$ cat src/rtl/vdiv_pkg.sv
package vdiv_pkg;
  typedef enum logic [2:0] {
    ST_COUNT  = 3'd0,
    ST_NORM   = 3'd1,
    ST_NEAR   = 3'd2,
    ST_NONORM = 3'd3,
    ST_WAIT   = 3'd4
  } vdiv_state_e;
endpackage

$ cat src/rtl/vdiv_hl_counter.sv
module vdiv_hl_counter #(
  parameter int CNT_W = 10
) (
  input  logic             clk,
  input  logic             rst,
  input  logic             tick,
  input  logic             load,
  input  logic [CNT_W-1:0] load_val,
  output logic [CNT_W-1:0] cnt
);
  localparam logic [CNT_W-1:0] CNT_TOP = {CNT_W{1'b1}};

  always_ff @(posedge clk) begin
    if (rst) begin
      cnt <= '0;
    end else if (tick) begin
      if (load)                cnt <= load_val;
      else if (cnt != CNT_TOP) cnt <= cnt + 1'b1;
    end
  end

  AST_CNT_LOAD: assert property (@(posedge clk) disable iff (rst)
    (tick && load) |=> cnt == $past(load_val));
endmodule

$ cat src/rtl/vdiv_norm_score.sv
module vdiv_norm_score #(
  parameter int SCORE_W = 2
) (
  input  logic               clk,
  input  logic               rst,
  input  logic               upd,
  input  logic               up,
  output logic [SCORE_W-1:0] score
);
  localparam logic [SCORE_W-1:0] S_MAX = {SCORE_W{1'b1}};

  always_ff @(posedge clk) begin
    if (rst) begin
      score <= '0;
    end else if (upd) begin
      if (up) begin
        if (score != S_MAX) score <= score + 1'b1;
      end else begin
        if (score != '0) score <= score - 1'b1;
      end
    end
  end

  AST_SCORE_SAT_HI: assert property (@(posedge clk) disable iff (rst)
    (upd && up && score == S_MAX) |=> score == S_MAX);
  AST_SCORE_SAT_LO: assert property (@(posedge clk) disable iff (rst)
    (upd && !up && score == '0) |=> score == '0);
endmodule

$ cat src/rtl/vdiv_pulse_gen.sv
module vdiv_pulse_gen #(
  parameter int VSP_LEN = 6
) (
  input  logic clk,
  input  logic rst,
  input  logic tick,
  input  logic start,
  output logic pulse
);
  localparam int LW = $clog2(VSP_LEN + 1);
  localparam logic [LW-1:0] LEFT_INIT = LW'(VSP_LEN - 1);

  logic [LW-1:0] left_q;

  always_ff @(posedge clk) begin
    if (rst) begin
      pulse  <= 1'b0;
      left_q <= '0;
    end else if (tick) begin
      if (start) begin
        pulse  <= 1'b1;
        left_q <= LEFT_INIT;
      end else if (left_q != '0) begin
        left_q <= left_q - 1'b1;
      end else begin
        pulse <= 1'b0;
      end
    end
  end

  AST_PULSE_START: assert property (@(posedge clk) disable iff (rst)
    (tick && start) |=> pulse);
  AST_PULSE_ON_TICK: assert property (@(posedge clk) disable iff (rst)
    $rose(pulse) |-> $past(tick && start));
endmodule

$ cat src/rtl/field_rate_divider.sv
module field_rate_divider #(
  parameter int CNT_W          = 10,
  parameter int SCORE_W        = 2,
  parameter int BRANCH_AT      = 488,
  parameter int PERIOD_50      = 625,
  parameter int PERIOD_60      = 525,
  parameter int EXIT_50        = 626,
  parameter int EXIT_60        = 526,
  parameter int WIN            = 4,
  parameter int VSP_LEN        = 6,
  parameter int SEARCH_TIMEOUT = 800
) (
  input  logic clk,
  input  logic rst,
  input  logic hl_en,
  input  logic vsync_in,
  input  logic auto_en,
  input  logic force_60,
  output logic vsync_out,
  output logic field_60
);
  import vdiv_pkg::*;

  localparam int NOM_50 = PERIOD_50 - 1;
  localparam int NOM_60 = PERIOD_60 - 1;
  localparam logic [CNT_W-1:0] BR_C    = CNT_W'(BRANCH_AT);
  localparam logic [CNT_W-1:0] NOM50_C = CNT_W'(NOM_50);
  localparam logic [CNT_W-1:0] NOM60_C = CNT_W'(NOM_60);
  localparam logic [CNT_W-1:0] LO50_C  = CNT_W'(NOM_50 - WIN);
  localparam logic [CNT_W-1:0] HI50_C  = CNT_W'(NOM_50 + WIN);
  localparam logic [CNT_W-1:0] LO60_C  = CNT_W'(NOM_60 - WIN);
  localparam logic [CNT_W-1:0] HI60_C  = CNT_W'(NOM_60 + WIN);
  localparam logic [CNT_W-1:0] EX50_C  = CNT_W'(EXIT_50);
  localparam logic [CNT_W-1:0] EX60_C  = CNT_W'(EXIT_60);
  localparam logic [CNT_W-1:0] LD50_C  = CNT_W'(EXIT_50 - NOM_50 + 1);
  localparam logic [CNT_W-1:0] LD60_C  = CNT_W'(EXIT_60 - NOM_60 + 1);
  localparam logic [CNT_W-1:0] SPLIT_C = CNT_W'((NOM_50 + NOM_60) / 2);
  localparam logic [CNT_W-1:0] TMO_C   = CNT_W'(SEARCH_TIMEOUT);
  localparam logic [SCORE_W-1:0] S_MAX = {SCORE_W{1'b1}};

  vdiv_state_e        state_q, state_d;
  logic [CNT_W-1:0]   cnt;
  logic [SCORE_W-1:0] score;
  logic               vs_prev_q, seen_q, rate_q;
  logic               rise, in_win;
  logic               cnt_load, gen, sc_upd, sc_up;
  logic               seen_set, seen_clr, rate_set, rate_val;
  logic [CNT_W-1:0]   load_val, nom, lo, hi, exitc, wload;

  // Per-standard timing points
  always_comb begin
    nom   = rate_q ? NOM60_C : NOM50_C;
    lo    = rate_q ? LO60_C  : LO50_C;
    hi    = rate_q ? HI60_C  : HI50_C;
    exitc = rate_q ? EX60_C  : EX50_C;
    wload = rate_q ? LD60_C  : LD50_C;
  end

  assign rise   = hl_en && vsync_in && !vs_prev_q;
  assign in_win = (cnt >= lo) && (cnt <= hi);

  always_comb begin
    state_d  = state_q;
    cnt_load = 1'b0;
    load_val = '0;
    gen      = 1'b0;
    sc_upd   = 1'b0;
    sc_up    = 1'b0;
    seen_set = 1'b0;
    seen_clr = 1'b0;
    rate_set = 1'b0;
    rate_val = rate_q;
    if (hl_en) begin
      if (rise) begin
        sc_upd   = 1'b1;
        sc_up    = in_win;
        seen_set = in_win;
      end
      unique case (state_q)
        ST_COUNT: begin
          if (cnt == BR_C) begin
            if (score == S_MAX)    state_d = ST_NORM;
            else if (score == '0)  state_d = ST_NONORM;
            else                   state_d = ST_NEAR;
          end
        end
        ST_NORM: begin
          if (cnt == nom) gen = 1'b1;
          if (cnt == exitc) begin
            state_d = ST_WAIT;
            if (!seen_q && !rise) sc_upd = 1'b1;
          end
        end
        ST_NEAR: begin
          if (rise && in_win) begin
            gen      = 1'b1;
            cnt_load = 1'b1;
            seen_clr = 1'b1;
            state_d  = ST_COUNT;
          end else if (cnt == exitc) begin
            state_d = ST_WAIT;
            if (!seen_q && !rise) sc_upd = 1'b1;
          end
        end
        ST_NONORM: begin
          if (rise) begin
            gen      = 1'b1;
            cnt_load = 1'b1;
            seen_clr = 1'b1;
            state_d  = ST_COUNT;
            rate_set = 1'b1;
            rate_val = (cnt <= SPLIT_C);
          end else if (cnt == TMO_C) begin
            state_d = ST_WAIT;
          end
        end
        ST_WAIT: begin
          cnt_load = 1'b1;
          load_val = wload;
          seen_clr = 1'b1;
          state_d  = ST_COUNT;
        end
        default: state_d = ST_COUNT;
      endcase
    end
  end

  always_ff @(posedge clk) begin
    if (rst) begin
      state_q   <= ST_COUNT;
      vs_prev_q <= 1'b0;
      seen_q    <= 1'b0;
      rate_q    <= 1'b0;
    end else begin
      state_q <= state_d;
      if (hl_en) vs_prev_q <= vsync_in;
      if (seen_clr)      seen_q <= 1'b0;
      else if (seen_set) seen_q <= 1'b1;
      if (!auto_en)      rate_q <= force_60;
      else if (rate_set) rate_q <= rate_val;
    end
  end

  assign field_60 = rate_q;

  vdiv_hl_counter #(.CNT_W(CNT_W)) u_cnt (
    .clk(clk), .rst(rst), .tick(hl_en), .load(cnt_load),
    .load_val(load_val), .cnt(cnt)
  );

  vdiv_norm_score #(.SCORE_W(SCORE_W)) u_score (
    .clk(clk), .rst(rst), .upd(sc_upd), .up(sc_up), .score(score)
  );

  vdiv_pulse_gen #(.VSP_LEN(VSP_LEN)) u_pulse (
    .clk(clk), .rst(rst), .tick(hl_en), .start(gen), .pulse(vsync_out)
  );

  AST_BRANCH_NORM: assert property (@(posedge clk) disable iff (rst)
    (state_q == ST_COUNT && hl_en && cnt == BR_C && score == S_MAX) |=> state_q == ST_NORM);
  AST_BRANCH_SEARCH: assert property (@(posedge clk) disable iff (rst)
    (state_q == ST_COUNT && hl_en && cnt == BR_C && score == '0) |=> state_q == ST_NONORM);
  AST_COUNT_NO_PULSE: assert property (@(posedge clk) disable iff (rst)
    (state_q == ST_COUNT && hl_en && !vsync_out) |=> !vsync_out);
  AST_FREE_EXIT: assert property (@(posedge clk) disable iff (rst)
    (state_q == ST_NORM && hl_en && cnt == exitc) |=> state_q == ST_WAIT);
  AST_WAIT_ONE: assert property (@(posedge clk) disable iff (rst)
    (state_q == ST_WAIT && hl_en) |=> (state_q == ST_COUNT && cnt == $past(wload)));
  AST_FOLLOW_CLEAR: assert property (@(posedge clk) disable iff (rst)
    (state_q == ST_NONORM && rise) |=> (cnt == '0 && vsync_out));
  AST_FORCED_RATE: assert property (@(posedge clk) disable iff (rst)
    !auto_en |=> field_60 == $past(force_60));
endmodule

$ cat config.mk
export PLATFORM = sky130hd
export DESIGN_NAME = field_rate_divider
export DESIGN_NICKNAME = d
export VERILOG_FILES = /design/src/rtl/vdiv_pkg.sv /design/src/rtl/vdiv_hl_counter.sv /design/src/rtl/vdiv_norm_score.sv /design/src/rtl/vdiv_pulse_gen.sv /design/src/rtl/field_rate_divider.sv
export SDC_FILE = /design/constraint.sdc
export NUM_CORES = 1
export LEC_CHECK = 0
export BUFFER_PORTS_ARGS = -buffer_cell sky130_fd_sc_hd__buf_2
export CORE_ASPECT_RATIO = 1.2
export CORE_UTILIZATION = 65
export CTS_CLUSTER_DIAMETER = 60
export DETAILED_ROUTE_END_ITERATION = 8
export PLACE_DENSITY_LB_ADDON = 0.08
export SETUP_SLACK_MARGIN = 0.05
export SYNTH_ARGS = -nofsm -noshare
export SYNTH_HDL_FRONTEND = slang
export SYNTH_SLANG_ARGS = --single-unit
$ cat constraint.sdc
create_clock -name clk -period 4.6 [get_ports clk]
set_input_delay 0.46 -clock clk [delete_from_list [all_inputs] [get_ports clk]]
set_output_delay 0.46 -clock clk [all_outputs]
set_load 0.02 [all_outputs]
==> metrics.txt <==
setup TNS=0 ps; Syn Nets=roughly 220; antenna violations before repair=0; Die Height=55.99 µm; Psw=0.1141 mW; hpwl dp=approximately 2.7 mm; post-CTS setup buffers=0; Clock Pin Slew Worst Setup and Hold Paths=approximately 120 ps; total power=between 0.3 and 0.4 mW; top-count cell post-synth=nor2_1; final core utilization=slightly above 70%; CP bufs+invs=1; CP Launch Type=register; Routed Antenna Nets=0; wire length per cell=around 15 µm; max cap viols=0; R2R depth=7; via/cell ratio=approximately 6.3; crit share post-route=between 50 and 60%; Post-synth top cells=26 x nor2_1, 22 x dfxtp_1, 11 x a21oi_1, 11 x inv_1, 11 x nand2_1; Setup WS pre-CTS=around 2300 ps; Critical Path RT=4820 ps; Hold Buf Count CTS=0; maximum clock path buffer count=2; fill count=between 200 and 250; synth top area cells=dfxtp_1 28%, ha_1 7.9%, nor2_1 6.2%, a21oi_1 3.5%, o21ai_0 3.2%; dpl cells=227; CTS Buf Count=3; synthesized area=1579 µm²; Worst VDD drop=0.2022 mV; # DRC=0; fin. max-slew vios=0; post-synth cell types=56; Fmax=around 0.42 GHz; Layout area overhead=3.566%; Final setup viols=0; Worst setup startpoint=field_60; FF-to-FF Start=field_60; DR vias=between 1000 and 1500; Ys Warns=0; Crit Path Class=reg2reg; Die Wd=~47 µm; RD Place Congestion=between 0.8 and 0.9; Total GRT Usage=a little under a third; hold crit path type=in2reg; measured slew at the worst slew-check pin=566.7 ps; first-pass GRT wire length=6.003 mm; drt first pass iters=4; Arr. time, crit path=2590 ps; Starting DRT DRC Count=44; area fraction of the dominant cell type after synthesis=between 20% and 30%; CP Max Fanout=7; Sw Ratio=roughly 30%; Layout Cells excl Fill=230; Final nets=roughly 220; I/O pins=8; row count=19; port buffer count=7; largest net degree at the start of global routing=21; final worst path period need=~2400 ps; Antenna Cells=0; part of the power in combinational logic=between 20% and 30%; Clock Tree Root=clkbuf_4; Worst path top cell family by delay=compound AO/OA/AOI/OAI gates; CTS tree=done; Yosys top cell by area=dfxtp_1; GRT overflow=0; final hold vios=0; largest stage delay on the critical path=480 ps; clk_lat worst skew=approximately 320 ps; Synth Instances=199; min setup slack post-route=~2200 ps; Fin Clk Skew=around 1.4 ps; CP Capture Type=register; post-synthesis sequential area ratio=between 20 and 30%; outcome=completed; internal power=0.2647 mW; clock sink count=22; Slew HR=between 60% and 70%; WL final=roughly 3.5 mm; layout cells sized above 1=about 11%; Clk network pwr share=between 20% and 30%; leakage=0.5727 nW; core area=2282 µm²; FF-to-FF End=u_score.score[0]; CP endpoint=u_score.score[0]; flops & latches, synth=22; Slowest cell on crit path=a2111oi_4; Worst path depth=7; RSZ-0062 raised after global routing=false; ys async rst share=0%; vias in the first global route=around 1400; Initial Util=slightly below 70%; quantity of gates resized following cts=0; Syn Area/Cell=around 7.9 µm²; die area=2631 µm²; crit path cell chain=inv_1, ha_1, nand2b_1, a2111oi_4, a21oi_2, a211oi_2, mux2_1; sequential share of power=between 50% and 60%; PwrDens=about 230 nW/µm²; setup slack, reg-to-reg=2230 ps; H-tree Lvls=1; EDFF count, synth=0; main flop type after synthesis=dfxtp_1
==> cells in the final DEF (no fill, tap or decap), types with 2 or more instances in the layout <==
cell,instances
clkbuf_4,3
xor2_1,3
and3b_1,2
and4_1,2
nand2_1,11
a211oi_1,2
buf_2,7
inv_1,11
nor2_1,26
nor4_1,3
or3b_2,2
o31ai_1,2
nor3_1,9
or2_2,3
ha_1,10
a31oi_1,2
xnor2_1,5
nand3_1,8
dfxtp_1,22
nand2b_1,6
o21ai_0,10
nand3b_1,4
o211ai_1,2
a221oi_1,2
a21oi_1,11
or4_1,2
==> layer usage <==
layer	global-route usage, %	wire (µm)	vias to the layer above
met2	51.39	1829	43
met1	36.42	1477	676
met4	15.92	104	0
met3	4.221	118	13
li1	-	-	727
met5	0	0	-
==> per-stage QoR <==
step | instance area, µm² | hold WS, ps
2_1_floorplan | 1579 | 426.2
3_3_place_gp | 1613 | 449.8
3_5_place_dp | 1613 | 446.0
4_1_cts | 1635 | 396.3
5_1_grt | 1635 | 421.5
6_report | 1635 | 401.9
==> worst min-delay path, stage by stage <==
cell and delay (ps):
buf_2 90, nand2b_1 70, a21oi_1 60
==> area by class of cell <==
class	instances	area, µm²	area share (%)
well taps	31	38.79	2.372
repair buffers	7	35.03	2.142
flip-flops and latches	22	440.4	26.93
inverters	11	41.29	2.525
multi-input cells	156	1057	64.65
clock buffers	3	22.52	1.377
==> cells by family (layout without fill, tap and decap cells) <==
| logic type | count (synthesis) | count (layout) | share of synthesized area (%) |
|---|---|---|---|
| and+or+nand+nor | 86 | 86 | 29.24 |
| adders and majority gates | 10 | 10 | 7.924 |
| AOI/OAI and AO/OA | 48 | 48 | 22.35 |
| buffers and inverters | 21 | 21 | 5.151 |
| xor gates and xnor gates | 8 | 8 | 4.438 |
| DFF | 22 | 22 | 27.89 |
| muxes | 4 | 4 | 3.011 |
==> registers in the layout, summed over array words and instances (netlist names) <==
register / flops
state_q: 3
seen_q: 1
u_score.score: 2
u_pulse.left_q: 3
vs_prev_q: 1
field_60: 1
u_cnt.cnt: 10
u_pulse.pulse: 1
==> how the worst min path moves through the flow <==
stage / from / end / depth (start not counted)
after floorplan: seen_q / seen_q / 2
after global placement: seen_q / seen_q / 2
after detailed placement: seen_q / seen_q / 2
after CTS: force_60 / field_60 / 3
after global routing: force_60 / field_60 / 3
final: force_60 / field_60 / 3
==> power by group through the flow <==
| stage | Combinational (mW) | Sequential [mW] | Clock [mW] |
|---|---|---|---|
| floorplan | 0.0615 | 0.212 | 0 |
| global placement | 0.0722 | 0.213 | 0 |
| detailed placement | 0.0776 | 0.214 | 0 |
| CTS | 0.0780 | 0.210 | 0.0929 |
| global route | 0.0899 | 0.212 | 0.0965 |
| finish | 0.0778 | 0.210 | 0.0912 |
(Power assumes the default switching activity.)
